**config.mk**
```make
export PLATFORM = sky130hd
export DESIGN_NAME = ctr_vec_decr
export DESIGN_NICKNAME = d
export VERILOG_FILES = /design/src/rtl/ctr_vec_decr.sv
export SDC_FILE = /design/constraint.sdc
export NUM_CORES = 1
export LEC_CHECK = 0
export BUFFER_PORTS_ARGS = -buffer_cell sky130_fd_sc_hd__clkbuf_2
export CORE_UTILIZATION = 39
export CTS_BUF_LIST = sky130_fd_sc_hd__clkbuf_4 sky130_fd_sc_hd__clkbuf_8 sky130_fd_sc_hd__clkbuf_16
export DETAILED_ROUTE_END_ITERATION = 12
export HOLD_SLACK_MARGIN = 0.03
export PLACE_DENSITY = 0.68
export SLEW_MARGIN = 20
export SYNTH_ARGS = -nofsm -noshare
export SYNTH_HDL_FRONTEND = slang
export SYNTH_SLANG_ARGS = --single-unit
```
**constraint.sdc**
```tcl
create_clock -name clk -period 10.3 [get_ports clk]
set_input_delay 2.06 -clock clk [delete_from_list [all_inputs] [get_ports clk]]
set_output_delay 2.06 -clock clk [all_outputs]
set_load 0.005 [all_outputs]
```
**src/rtl/ctr_vec_decr.sv**
```systemverilog
module ctr_vec_decr #(
  parameter int MAXVL = 64,
  parameter int CTRW  = 64,
  parameter int VLW   = $clog2(MAXVL + 1)
) (
  input  logic             clk,
  input  logic             rst_n,
  input  logic             in_valid,
  input  logic             ctr_mode,
  input  logic             vlset_mode,
  input  logic             skip_en,
  input  logic             inv_sel,
  input  logic             pred_on,
  input  logic [MAXVL-1:0] pred_mask,
  input  logic [MAXVL-1:0] lane_pass,
  input  logic [VLW-1:0]   vl_full,
  input  logic [VLW-1:0]   vl_trunc,
  input  logic [CTRW-1:0]  ctr_in,
  output logic             out_valid,
  output logic [VLW-1:0]   dec_amt,
  output logic [CTRW-1:0]  ctr_out
);

  logic [VLW-1:0]   vl_eff;
  logic [MAXVL-1:0] live;
  logic [MAXVL-1:0] sel;
  logic [VLW-1:0]   cnt;
  logic [VLW-1:0]   dec_n;

  assign vl_eff = vlset_mode ? vl_trunc : vl_full;

  always_comb begin
    for (int i = 0; i < MAXVL; i++)
      live[i] = (i < int'(vl_eff));
  end

  assign sel = pred_on ? pred_mask : (inv_sel ? ~lane_pass : lane_pass);

  always_comb begin
    cnt = '0;
    for (int i = 0; i < MAXVL; i++)
      cnt = cnt + VLW'(sel[i] & live[i]);
  end

  assign dec_n = !ctr_mode ? '0 : (skip_en ? cnt : vl_eff);

  always_ff @(posedge clk) begin
    if (!rst_n) begin
      out_valid <= 1'b0;
      dec_amt   <= '0;
      ctr_out   <= '0;
    end else begin
      out_valid <= in_valid;
      if (in_valid) begin
        dec_amt <= dec_n;
        ctr_out <= ctr_in - CTRW'(dec_n);
      end
    end
  end

endmodule

```
# Yosys cells after proc, flatten, opt, wreduce, memory -nomap -nowiden
# Index checks and enable logic that the tools add are counted.
[totals]
ff_bits = 72
latch_bits = 0
ram_bits = 0
mem_bits_ro = 0
in_bits = 214
n_memories = 0
[op_classes]
addsub = 64
n_mul = 0
div_mod_pow = 0
order_cmp = 64
eq_ne = 0
n_shift = 0
n_mux = 5
bitwise = 65
n_reduce_logical = 0
[op_table]
columns = ["op", "n"]
rows = [
  ["7-bit by 1-bit adder with 7-bit output", 57],
  ["6-bit by 7-bit < comparator with 1-bit output, first input constant", 32],
  ["64-bit two-way mux", 2],
  ["5-bit by 7-bit < comparator with 1-bit output, first input constant", 16],
  ["1-bit AND", 64],
  ["64-bit inverter", 1],
  ["64-bit by 7-bit subtractor with 64-bit output", 1],
  ["4-bit by 7-bit < comparator with 1-bit output, first input constant", 8],
  ["3-bit by 7-bit < comparator with 1-bit output, first input constant", 4],
  ["7-bit two-way mux", 3],
  ["1-bit by 7-bit < comparator with 1-bit output, first input constant", 2],
  ["2-bit by 7-bit < comparator with 1-bit output, first input constant", 2],
  ["6-bit by 1-bit adder with 7-bit output", 1],
  ["5-bit by 1-bit adder with 6-bit output", 1],
  ["4-bit by 1-bit adder with 5-bit output", 1],
  ["3-bit by 1-bit adder with 4-bit output", 1],
  ["2-bit by 1-bit adder with 3-bit output", 1],
  ["1-bit by 1-bit adder with 2-bit output", 1],
]

# Depth between registers and ports, before layout
[logic_depth]
ltp_word = 70
mapped_depth = 37

# Least setup slack after synthesis
# Ideal clock, no wire load.
[synth_timing]
path_type = "input -> register"
from = "in vlset_mode"
to = "reg ctr_out[61]"
setup_ps = 74
arrival_ps = 11067
required_ps = 10226
path_slack_ps = -841
cell_stages = 33
n_path_buf = 2
cell_sequence = "clkbuf_1 > o31ai_1 > nand2_1 > nor2_1 > a21oi_1 > fa_1 > inv_1 > fa_1 > fa_1 > inv_1 > fa_1 > inv_1 > fa_1 > fa_1 > fa_1 > fa_1 > inv_1 > ha_1 > fa_1 > a21o_1 > a21oi_1 > o21bai_1 > a21oi_1 > a21oi_1 > nand2_1 > ha_1 > clkbuf_1 > a2111oi_2 > and4b_1 > nand3_4 > or3_1 > or4_1 > a31oi_1"
[synth_between]
elab_chain_cells = 69
elab_cells_between_ends = 195
[synth_rtl]
columns = ["item", "line_no", "text"]
rows = [
  ["from (decl)", "10", "input logic vlset_mode,"],
  ["7-bit two-way mux (*)", "30", "assign vl_eff = vlset_mode ? vl_trunc : vl_full;"],
  ["1-bit by 7-bit < comparator with 1-bit output", "34", "live[i] = (i < int'(vl_eff));"],
  ["1-bit AND", "42", "cnt = cnt + VLW'(sel[i] & live[i]);"],
  ["1-bit by 1-bit adder with 2-bit output", "42", ""],
  ["2-bit by 1-bit adder with 3-bit output", "42", ""],
  ["3-bit by 1-bit adder with 4-bit output", "42", ""],
  ["4-bit by 1-bit adder with 5-bit output", "42", ""],
  ["5-bit by 1-bit adder with 6-bit output", "42", ""],
  ["6-bit by 1-bit adder with 7-bit output", "42", ""],
  ["7-bit by 1-bit adder with 7-bit output (57 in a row)", "42", ""],
  ["7-bit two-way mux (*) (2 in a row)", "45", "assign dec_n = !ctr_mode ? '0 : (skip_en ? cnt : vl_eff);"],
  ["64-bit by 7-bit subtractor with 64-bit output (*)", "56", "ctr_out <= ctr_in - CTRW'(dec_n);"],
  ["to (signal assigned)", "56", ""],
  ["to (decl)", "21", "output logic [CTRW-1:0] ctr_out"],
]
# Every way passes the cells marked *; elsewhere a longest branch is shown, timed or not.
# A chain may end at the register's enable or synchronous reset.

# Worst setup path after layout
# Ends and elaborated chain as after synthesis.

==> metrics.cfg <==
[final_layout]
drive_gt1_share_pct=39.10
nets=1685
area.growth.synth_to_final_pct=46.71

[drt]
drtPass1Iterations=5
antenna_left=0
route.vias.total=8792
wirelength_um=29740
drt-initial-drc-count=522
detail_route.vias_per_cell=5.280
drc=0
drt-wirelength-per-cell_um=17.86

[timing]
max_slew_margin_pct=44.65
rsz0062_at_grt=yes
fin_clk_skew_ns=0
worst_pin_slew_ns=0.8303
fin_setup_tns_ns=0
final-setup-viol-count=0
max_freq_mhz=97.29
min_period_over_period_pct=99.79
min_period_ns=10.28
finalHoldViolCount=0
final_max_slew_viol_count=0

[critical_path]
worstPathArrival_ns=10.56
criticalPathCategory=in -> reg
setup.worst_path.start_class=primary input
crit_cells=34
critPathSlowestCell=sky130_fd_sc_hd__fa_1
critical_path.n_buffers_inverters=9
critical_path.max_fanout=5
worstPathRequired_ns=10.58
slowest_delay_ns=0.55
endpoint_class_of_the_critical_path=flip-flop
worst_path_most_repeated_cell=sky130_fd_sc_hd__fa_1
crit_family=adder cells
timing.reg2reg.worst_path_depth=3

[synthesis]
seq_area_frac_synth_pct=18.55
netlist.area_leader.share_pct=18.55
synth_cell_type_count=67
flops_latches_synth=72
synth.most_common_cell=sky130_fd_sc_hd__o21ai_0
synth_top_cell_by_area=sky130_fd_sc_hd__dfxtp_1
synthesis.nets=1296
post_synth_instance_area_um2=7769
syn-instance-count=1005
netlist_top_cells_area=sky130_fd_sc_hd__dfxtp_1 (19%), sky130_fd_sc_hd__fa_1 (14%), sky130_fd_sc_hd__xnor2_1 (9.4%)
synth_edf_count=0
yosys_most_used_dff=sky130_fd_sc_hd__dfxtp_1
async_reset_ff_share_pct=0
synth_warnings=0
synth.avg_cell_area_um2=7.730
top_cell_types_by_occurrence_after_synthesis=sky130_fd_sc_hd__o21ai_0 (135), sky130_fd_sc_hd__nand2_1 (104), sky130_fd_sc_hd__xnor2_1 (83)

[min_path]
worst_hold_path.num_cells=2
worstHoldPathType=reg -> reg

[cts]
cts_tree=built
numCtsBuffers=9
cts.clk_slew.worst_paths_ns=0.07
cts_sinks=72
clock-root-buffer=sky130_fd_sc_hd__clkbuf_16
cts-hold-fix-buffers=0
clock_tree.htree_level_count=3
clk_path_buf_depth=2
clock_latency_ns=0.35

[floorplanning]
die_width_um=143.1
boundaryPins=286
initial_util_pct=39.92
die_height_um=143.1
die_area_um2=20490
core-area_um2=19460
rows=51

[grt]
antenna_found_initial=0
grt_use_met1_pct=34.57
gr-total-overflow=0
wire_length_of_the_first_global_routing_pass_um=44040
grt_usage_pct=28.20
first_global_vias=8084
grt_util_met2_pct=50.50
grt_start_max_net_pins=125
groute.layer.met3.usage_pct=4.427
grt_busiest_layer=met2

[flow_run]
number_of_max_capacitance_violations_reported=0

[place]
replace_congestion=1.043
detailedPlacementHpwl_um=24190
io_buffers=285

[status]
outcome=finished, final reports clean

## stage by stage
| stage | util [%] | area (um2) | setup slack (ns) | cells | hold WS, ns |
|---|---|---|---|---|---|
| 4_1_cts | 56.34 | 10960 | -0.003805 | 1651 | 0.4605 |
| 3_3_place_gp | 53.99 | 10510 | -0.8202 | 1630 | 0.4411 |
| 2_1_floorplan | - | 8000 | -0.01361 | 1005 | 0.4457 |
| 3_5_place_dp | 53.99 | 10510 | -0.9226 | 1630 | 0.4538 |
| 5_1_grt | 58.55 | 11390 | -0.2748 | 1664 | 0.4753 |
| 6_report | 58.56 | 11400 | 0.02124 | 1665 | 0.4591 |
## layer usage
| layer | vias to the layer above | part of all wire [%] |
|---|---|---|
| li1 | 4316 | - |
| met1 | 4118 | 41 |
| met2 | 325 | 50 |
| met3 | 33 | 6.4 |
| met4 | 0 | 2.4 |
| met5 | - | 0 |
## worst paths after layout
check / startpoint / to / slack [ns]
setup / recovery: vlset_mode / ctr_out[61] / 0.02
hold / removal: ctr_out[37] / ctr_out[37] / 0.46
setup reg to reg: ctr_out[55] / ctr_out[55] / 9.47
hold reg to reg: ctr_out[37] / ctr_out[37] / 0.46
## tightest hold or removal path: stages (launching register included)
cell and delay (ns):
sky130_fd_sc_hd__dfxtp_1 0.31, sky130_fd_sc_hd__nand2_1 0.05, sky130_fd_sc_hd__o2bb2ai_1 0.05
## state kept, by name, indices dropped and copies added, names as in the netlist
signal and count:
out_valid 1, ctr_out 64, dec_amt 7
## repair_timing
action	in CTS	in global routing
resized for setup	23	60
cloned	0	4
setup buffers	5	10
endpoints found under the setup margin	58	56
pin swaps	7	26
## placed cells by master (no fill, tap or decap), types with 10 or more instances in the layout
| master | count |
|---|---|
| sky130_fd_sc_hd__xnor2_1 | 83 |
| sky130_fd_sc_hd__nand2_1 | 100 |
| sky130_fd_sc_hd__o211ai_1 | 24 |
| sky130_fd_sc_hd__nand3_1 | 14 |
| sky130_fd_sc_hd__ha_1 | 18 |
| sky130_fd_sc_hd__or3_1 | 18 |
| sky130_fd_sc_hd__o31ai_1 | 15 |
| sky130_fd_sc_hd__xor2_1 | 21 |
| sky130_fd_sc_hd__fa_1 | 54 |
| sky130_fd_sc_hd__a21oi_1 | 55 |
| sky130_fd_sc_hd__or4_1 | 12 |
| sky130_fd_sc_hd__buf_4 | 137 |
| sky130_fd_sc_hd__clkbuf_16 | 12 |
| sky130_fd_sc_hd__o21ai_0 | 124 |
| sky130_fd_sc_hd__inv_1 | 57 |
| sky130_fd_sc_hd__clkbuf_2 | 280 |
| sky130_fd_sc_hd__nor3_1 | 17 |
| sky130_fd_sc_hd__nor2_1 | 64 |
| sky130_fd_sc_hd__a21oi_2 | 10 |
| sky130_fd_sc_hd__dfxtp_1 | 72 |
| sky130_fd_sc_hd__a31oi_1 | 18 |
## cell type report
| class | instances | area (um2) |
|---|---|---|
| repair buffers | 436 | 2750 |
| clock inverters | 6 | 73.82 |
| fillers | 1815 | 8065 |
| clock buffers | 10 | 239.0 |
| inverters | 61 | 229.0 |
| diodes | 1 | 2.502 |
| multi-input cells | 814 | 6330 |
| flip-flops and latches | 72 | 1441 |
| well taps | 265 | 331.6 |
## kinds of logic (layout without fill, tap and decap cells)
logic type	Yosys count	in the layout	share of synthesized area, %
flops	72	72	18.55
buf+inv	119	513	6.201
other cells	0	1	0
compound gates	307	307	23.69
xor+xnor	104	104	11.72
mux	15	15	2.013
fa+ha+maj	77	77	17.72
simple gates	311	311	20.10
Power is not shown: default switching activity piles up to over one toggle a cycle in this logic, so the estimate is an artifact.
